--- config.mk ---
export PLATFORM = sky130hd
export DESIGN_NAME = pario_core
export DESIGN_NICKNAME = d
export VERILOG_FILES = /design/src/rtl/pario_pkg.sv /design/src/rtl/pario_decode.sv /design/src/rtl/pario_ctrl.sv /design/src/rtl/pario_latch.sv /design/src/rtl/pario_core.sv
export SDC_FILE = /design/constraint.sdc
export NUM_CORES = 1
export LEC_CHECK = 0
export BUFFER_PORTS_ARGS = -buffer_cell sky130_fd_sc_hd__buf_4
export CORE_MARGIN = 5
export CORE_UTILIZATION = 50
export DETAILED_ROUTE_END_ITERATION = 8
export PLACE_DENSITY_LB_ADDON = 0.08
export SLEW_MARGIN = 20
export SYNTH_ARGS = -nofsm -noshare
export SYNTH_HDL_FRONTEND = slang
export SYNTH_HIERARCHICAL = 1
export SYNTH_SLANG_ARGS = --single-unit
export TNS_END_PERCENT = 100
--- constraint.sdc ---
create_clock -name clk -period 1.7 [get_ports clk]
set_input_delay 0.34 -clock clk [delete_from_list [all_inputs] [get_ports clk]]
set_output_delay 0.34 -clock clk [all_outputs]
set_load 0.05 [all_outputs]
--- src/rtl/pario_pkg.sv ---
package pario_pkg;

    localparam int PW     = 8;
    localparam int AW     = 2;
    localparam int NSEL   = 4;
    localparam int HALF   = PW / 2;
    localparam int IDX_W  = $clog2(PW);

    typedef enum logic [AW-1:0] {
        SEL_A   = 2'd0,
        SEL_B   = 2'd1,
        SEL_C   = 2'd2,
        SEL_CFG = 2'd3
    } sel_e;

    // Field order follows the bit positions of the configuration byte (6..0).
    typedef struct packed {
        logic [1:0] grp_a_mode;
        logic       a_is_in;
        logic       cu_is_in;
        logic       grp_b_mode;
        logic       b_is_in;
        logic       cl_is_in;
    } cfg_t;

    localparam cfg_t CFG_RST = '{
        grp_a_mode: 2'b00,
        a_is_in:    1'b1,
        cu_is_in:   1'b1,
        grp_b_mode: 1'b0,
        b_is_in:    1'b1,
        cl_is_in:   1'b1
    };

endpackage

--- src/rtl/pario_decode.sv ---
module pario_decode
    import pario_pkg::*;
(
    input  logic            cs_n,
    input  logic            rd_n,
    input  logic            wr_n,
    input  logic [AW-1:0]   addr,
    output logic [NSEL-1:0] wr_sel,
    output logic            rd_act
);

    logic wr_act;

    assign wr_act = ~cs_n & ~wr_n;
    assign rd_act = ~cs_n & ~rd_n;

    for (genvar i = 0; i < NSEL; i++) begin : g_sel
        localparam logic [AW-1:0] SEL_CODE = AW'(i);
        assign wr_sel[i] = wr_act & (addr == SEL_CODE);
    end

endmodule

--- src/rtl/pario_ctrl.sv ---
module pario_ctrl
    import pario_pkg::*;
(
    input  logic             clk,
    input  logic             rst,
    input  logic             wr_cfg,
    input  logic [PW-1:0]    wdata,
    output cfg_t             cfg,
    output logic             mode_wr,
    output logic             bsr_wr,
    output logic [IDX_W-1:0] bsr_idx,
    output logic             bsr_val
);

    typedef struct packed {
        cfg_t cfg;
    } ctrl_st_t;

    ctrl_st_t st_d, st_q;

    assign mode_wr = wr_cfg &  wdata[PW-1];
    assign bsr_wr  = wr_cfg & ~wdata[PW-1];
    assign bsr_idx = wdata[IDX_W:1];
    assign bsr_val = wdata[0];

    always_comb begin
        st_d = st_q;
        if (mode_wr) begin
            st_d.cfg = cfg_t'(wdata[PW-2:0]);
        end
    end

    always_ff @(posedge clk or posedge rst) begin
        if (rst) begin
            st_q.cfg <= CFG_RST;
        end else begin
            st_q <= st_d;
        end
    end

    assign cfg = st_q.cfg;

    // A set/reset command never alters the stored configuration.
    p_bsr_keeps_cfg_r5: assert property (@(posedge clk) disable iff (rst)
        (wr_cfg && !wdata[PW-1]) |=> $stable(st_q.cfg));

    // A mode definition becomes visible one cycle later.
    p_mode_loads_r4: assert property (@(posedge clk) disable iff (rst)
        (wr_cfg && wdata[PW-1]) |=> (st_q.cfg == $past(wdata[PW-2:0])));

endmodule

--- src/rtl/pario_latch.sv ---
module pario_latch #(
    parameter int W  = 8,
    parameter int IW = $clog2(W)
) (
    input  logic          clk,
    input  logic          rst,
    input  logic          clr,
    input  logic          wr,
    input  logic [W-1:0]  wdata,
    input  logic          bit_wr,
    input  logic [IW-1:0] bit_idx,
    input  logic          bit_val,
    output logic [W-1:0]  q
);

    typedef struct packed {
        logic [W-1:0] val;
    } latch_st_t;

    latch_st_t    st_d, st_q;
    logic [W-1:0] nxt;

    for (genvar i = 0; i < W; i++) begin : g_bit
        localparam logic [IW-1:0] BIT_CODE = IW'(i);
        always_comb begin
            if (clr) begin
                nxt[i] = 1'b0;
            end else if (wr) begin
                nxt[i] = wdata[i];
            end else if (bit_wr && (bit_idx == BIT_CODE)) begin
                nxt[i] = bit_val;
            end else begin
                nxt[i] = st_q.val[i];
            end
        end
    end

    always_comb begin
        st_d     = st_q;
        st_d.val = nxt;
    end

    always_ff @(posedge clk or posedge rst) begin
        if (rst) begin
            st_q.val <= '0;
        end else begin
            st_q <= st_d;
        end
    end

    assign q = st_q.val;

    p_clear_zero_r6: assert property (@(posedge clk) disable iff (rst)
        clr |=> (q == '0));

    p_single_bit_r5: assert property (@(posedge clk) disable iff (rst)
        (bit_wr && !wr && !clr) |=> ($countones(q ^ $past(q)) <= 1));

endmodule

--- src/rtl/pario_core.sv ---
module pario_core
    import pario_pkg::*;
(
    input  logic          clk,
    input  logic          rst,
    input  logic          cs_n,
    input  logic          rd_n,
    input  logic          wr_n,
    input  logic [AW-1:0] addr,
    input  logic [PW-1:0] wdata,
    output logic [PW-1:0] rdata,
    input  logic [PW-1:0] pa_in,
    output logic [PW-1:0] pa_out,
    output logic [PW-1:0] pa_oe,
    input  logic [PW-1:0] pb_in,
    output logic [PW-1:0] pb_out,
    output logic [PW-1:0] pb_oe,
    input  logic [PW-1:0] pc_in,
    output logic [PW-1:0] pc_out,
    output logic [PW-1:0] pc_oe
);

    logic [NSEL-1:0]  wr_sel;
    logic             rd_act;
    cfg_t             cfg;
    logic             mode_wr;
    logic             bsr_wr;
    logic [IDX_W-1:0] bsr_idx;
    logic             bsr_val;
    logic [PW-1:0]    a_q, b_q, c_q;
    logic [PW-1:0]    cfg_byte;

    pario_decode u_decode (
        .cs_n   (cs_n),
        .rd_n   (rd_n),
        .wr_n   (wr_n),
        .addr   (addr),
        .wr_sel (wr_sel),
        .rd_act (rd_act)
    );

    pario_ctrl u_ctrl (
        .clk     (clk),
        .rst     (rst),
        .wr_cfg  (wr_sel[SEL_CFG]),
        .wdata   (wdata),
        .cfg     (cfg),
        .mode_wr (mode_wr),
        .bsr_wr  (bsr_wr),
        .bsr_idx (bsr_idx),
        .bsr_val (bsr_val)
    );

    pario_latch #(.W(PW)) u_lat_a (
        .clk (clk), .rst (rst), .clr (mode_wr), .wr (wr_sel[SEL_A]),
        .wdata (wdata), .bit_wr (1'b0), .bit_idx ('0), .bit_val (1'b0),
        .q (a_q)
    );

    pario_latch #(.W(PW)) u_lat_b (
        .clk (clk), .rst (rst), .clr (mode_wr), .wr (wr_sel[SEL_B]),
        .wdata (wdata), .bit_wr (1'b0), .bit_idx ('0), .bit_val (1'b0),
        .q (b_q)
    );

    pario_latch #(.W(PW)) u_lat_c (
        .clk (clk), .rst (rst), .clr (mode_wr), .wr (wr_sel[SEL_C]),
        .wdata (wdata), .bit_wr (bsr_wr), .bit_idx (bsr_idx), .bit_val (bsr_val),
        .q (c_q)
    );

    assign pa_out = a_q;
    assign pb_out = b_q;
    assign pc_out = c_q;

    assign pa_oe = {PW{~cfg.a_is_in}};
    assign pb_oe = {PW{~cfg.b_is_in}};
    assign pc_oe = {{HALF{~cfg.cu_is_in}}, {HALF{~cfg.cl_is_in}}};

    assign cfg_byte = {1'b1, cfg};

    always_comb begin
        rdata = '0;
        if (rd_act) begin
            unique case (sel_e'(addr))
                SEL_A:   rdata = cfg.a_is_in ? pa_in : a_q;
                SEL_B:   rdata = cfg.b_is_in ? pb_in : b_q;
                SEL_C:   rdata = {cfg.cu_is_in ? pc_in[PW-1:HALF] : c_q[PW-1:HALF],
                                  cfg.cl_is_in ? pc_in[HALF-1:0]  : c_q[HALF-1:0]};
                SEL_CFG: rdata = cfg_byte;
                default: rdata = '0;
            endcase
        end
    end

    p_one_target_r1: assert property (@(posedge clk) disable iff (rst)
        $onehot0(wr_sel));

    p_idle_no_change_r2: assert property (@(posedge clk) disable iff (rst)
        cs_n |=> ($stable(pa_out) && $stable(pb_out) && $stable(pc_out) && $stable(pc_oe)));

    p_idle_read_zero_r2: assert property (@(posedge clk) disable iff (rst)
        (cs_n || rd_n) |-> (rdata == '0));

    p_nibble_oe_r10: assert property (@(posedge clk) disable iff (rst)
        ((pc_oe[PW-1:HALF] == '0) || (pc_oe[PW-1:HALF] == '1)) &&
        ((pc_oe[HALF-1:0] == '0) || (pc_oe[HALF-1:0] == '1)));

endmodule

==> impl_metrics.yaml <==
outcome:
  status: "finished with violations"
  violations: "negative setup slack"
global_route:
  grt.overflow.total: 0
  grt_first_pass_wirelength_um: 12930
  grt_pass1_vias: 2498
  grt.total_usage_pct: 26.34
  grt_antenna_before_repair: 0
  grt_max_degree: 22
cells_and_area:
  design.final.nets: 446
  n_antenna_cell: 0
  layout-drive-gt1-share_pct: 48.53
  final_cell_area_um2: 4001
  fillers: 294
  syn_to_final_growth_pct: 59.34
  post-route-util_pct: 83.61
routing:
  drc: 0
  vias_per_cell: 5.377
  ant_nets: 0
  wl_per_cell_um: 18.07
  vias: 2554
  drt_iter0_drc: 145
  wl_um: 8584
  drtPass1Iterations: 5
synthesis:
  synth.yosys.seq_area_share_pct: 31.09
  yosysWarnings: 6
  synthCells: 243
  avgSynthCellArea_um2: 10.33
  synth_ff_type: "dfrtp_1"
  yosys-top-cells-area: "dfrtp_1, buf_4, mux2_2"
  synth_top_area_cell: "dfrtp_1"
  synth_cell_types: 38
  ys_seq_elements: 31
  synthArstFlopShare_pct: 100.0
  synth_top_area_share_pct: 26.91
  synth_area_um2: 2511
  synth_edf_count: 0
die:
  io_pins: 95
  die-area_um2: 6540
  die_h_um: 80.87
  coreArea_um2: 4786
  start_util_pct: 52.47
  fp-row-count: 25
  die-width_um: 80.87
worst_setup_path:
  cp-start-kind: "register"
  cp.required_ns: 1.36
  critPathArrivalTime_ns: 1.77
  worstPathMaxFanout: 5
  path_class: "reg2out"
  endpoint_kind: "primary output"
sta:
  setup_viol: 17
  fin_ws_ns: -0.4133
  hold_violations: 0
  period_needed_ns: 2.113
  fin_worst_skew_ns: 0
  slew_violations: 0
  max_slew.worst_pin.slew_ns: 0.6183
  rsz0062_at_grt: "true"
  fmax_ghz: 0.4732
  whs_ns: 0.03053
  maxSlewHeadroom_pct: 58.63
  fin_crit_sh_pct: 124.3
place:
  io_buffer_count: 94
  gp_congestion: 0.8681
  placed_cell_area_um2: 3552
  pre_cts_ws_ns: -0.1965
  dp_hpwl_um: 5899
cts:
  clkLatencyLatePin_ns: 0.29
  clockBufferDepth: 2
  numClockSinks: 31
  numCtsBuffers: 5
  htreeDepth: 2
  cts.clk_slew.worst_paths_ns: 0.07
  clock-root-buffer: "clkbuf_8"
  cts_tree: "yes"
  cts_hold_buf: 0
power_and_ir_drop:
  vdd_ir_drop_max_mv: 0.6537
  p_comb_share_pct: 58.7
  p_sw_share_pct: 47.14
  power_mw: 4.559
  pwr-share-seq_pct: 24.3
  p_switching_mw: 2.149
  p_clk_share_pct: 17.0
  p_int_mw: 2.410
  p_leak_nw: 1.859
  power.density_nw_per_um2: 1139
run:
  drv_cap: 0
hold_path:
  hp-class: "in2async"
==> state kept, by name, indices dropped and copies added (netlist names) <==
signal,cells
u_ctrl/cfg,7
u_lat_b/q,8
u_lat_c/q,8
u_lat_a/q,8
==> critical path, cell delays in order (launching register included) <==
cell and delay (ns):
dfstp_2 0.60, buf_6 0.14, mux2i_2 0.23, mux2i_1 0.12
o211a_1 0.23, buf_6 0.16
==> logic make-up (layout without fill, tap and decap cells) <==
kind of cell	count (synthesis)	count (layout)	share of synthesized area, %
multiplexers	36	36	16.29
AND/OR/NAND/NOR	84	84	24.86
other	1	66	0.1493
AO/OA/AOI/OAI	44	44	14.80
flip-flops	31	31	31.09
buffers and inverters	47	147	12.80
==> cells in the final DEF, fill, tap and decap left out, drive strengths merged, types with 9 or more instances in the layout <==
master   netlist  routed
buf           33     126
conb           1      66
dfrtp         27      27
mux2          24      24
nor2b         22      22
nor3          21      21
a2111oi       21      21
inv           13      13
mux2i         12      12
and4bb        10      10
and4b          9       9
a21oi          9       9
==> metrics by stage <==
stage,cells,setup TNS (ns)
6_report,475,-4.274
3_5_place_dp,459,-2.412
3_3_place_gp,459,-1.580
4_1_cts,473,-4.029
5_1_grt,475,-5.150
2_1_floorplan,308,0
==> cell type report <==
type	count	area (um2)	area share [%]
Clock inverter	2	35.03	0.8755
Inverter	13	48.80	1.220
Timing Repair Buffer	126	1033	25.83
Tap cell	67	83.83	2.095
Clock buffer	6	82.58	2.064
Sequential cell	31	782.0	19.54
Multi-Input combinational cell	230	1936	48.37
==> cell usage after synthesis, drive strengths merged, types with 2 or more instances <==
master	instances
o211a	2
nand2b	2
nor4b	5
and4	3
nor2	4
a21oi	9
nor2b	22
buf	33
nor3	21
mux2i	12
a2111oi	21
o311a	3
dfstp	4
o221ai	6
mux2	24
inv	13
and4b	9
dfrtp	27
and4bb	10
nand2	4
==> power by group through the flow <==
stage / combinational (mW) / sequential, mW / clock, mW
4_1_cts: 2.53 / 1.11 / 0.772
6_report: 2.68 / 1.11 / 0.774
2_1_floorplan: 1.37 / 1.51 / 0
5_1_grt: 2.79 / 1.13 / 0.805
3_3_place_gp: 2.29 / 1.13 / 0
3_5_place_dp: 2.31 / 1.13 / 0
==> routing by layer <==
metal	share of wire [%]	vias to the layer above	global-route usage, %	wire length, um
met3	8.9	24	5.987	760
met4	2.8	0	9.628	240
met1	39	1216	32.61	3356
met5	0	-	0	0
li1	-	1176	-	-
met2	49	138	44.75	4226
==> what timing repair did <==
action / 4_1_cts / 5_1_grt
setup buffers: 6 / 3
pin swaps: 2 / 2
resized for setup: 36 / 16
gates cloned: 0 / 0
endpoints found under the setup margin: 16 / 27
==> final timing paths <==
| check | start | endpoint | slack, ns | depth (start not counted) |
|---|---|---|---|---|
| max reg2reg | u_lat_a/q[2]$_DFFE_PP0P_ | u_lat_a/q[2]$_DFFE_PP0P_ | 0.61 | 2 |
| min in group clk | wdata[6] | u_ctrl/cfg[6]$_DFFE_PP0P_ | 0.34 | 2 |
| max in group asynchronous | rst | u_ctrl/cfg[4]$_DFFE_PP1P_ | 1.35 | 2 |
| min | rst | u_lat_a/q[6]$_DFFE_PP0P_ | 0.03 | 2 |
| min reg2reg | u_lat_b/q[4]$_DFFE_PP0P_ | u_lat_b/q[4]$_DFFE_PP0P_ | 0.56 | 1 |
| max | u_ctrl/cfg[4]$_DFFE_PP1P_ | rdata[7] | -0.41 | 5 |
No activity file was read; power rests on OpenSTA's default activity.
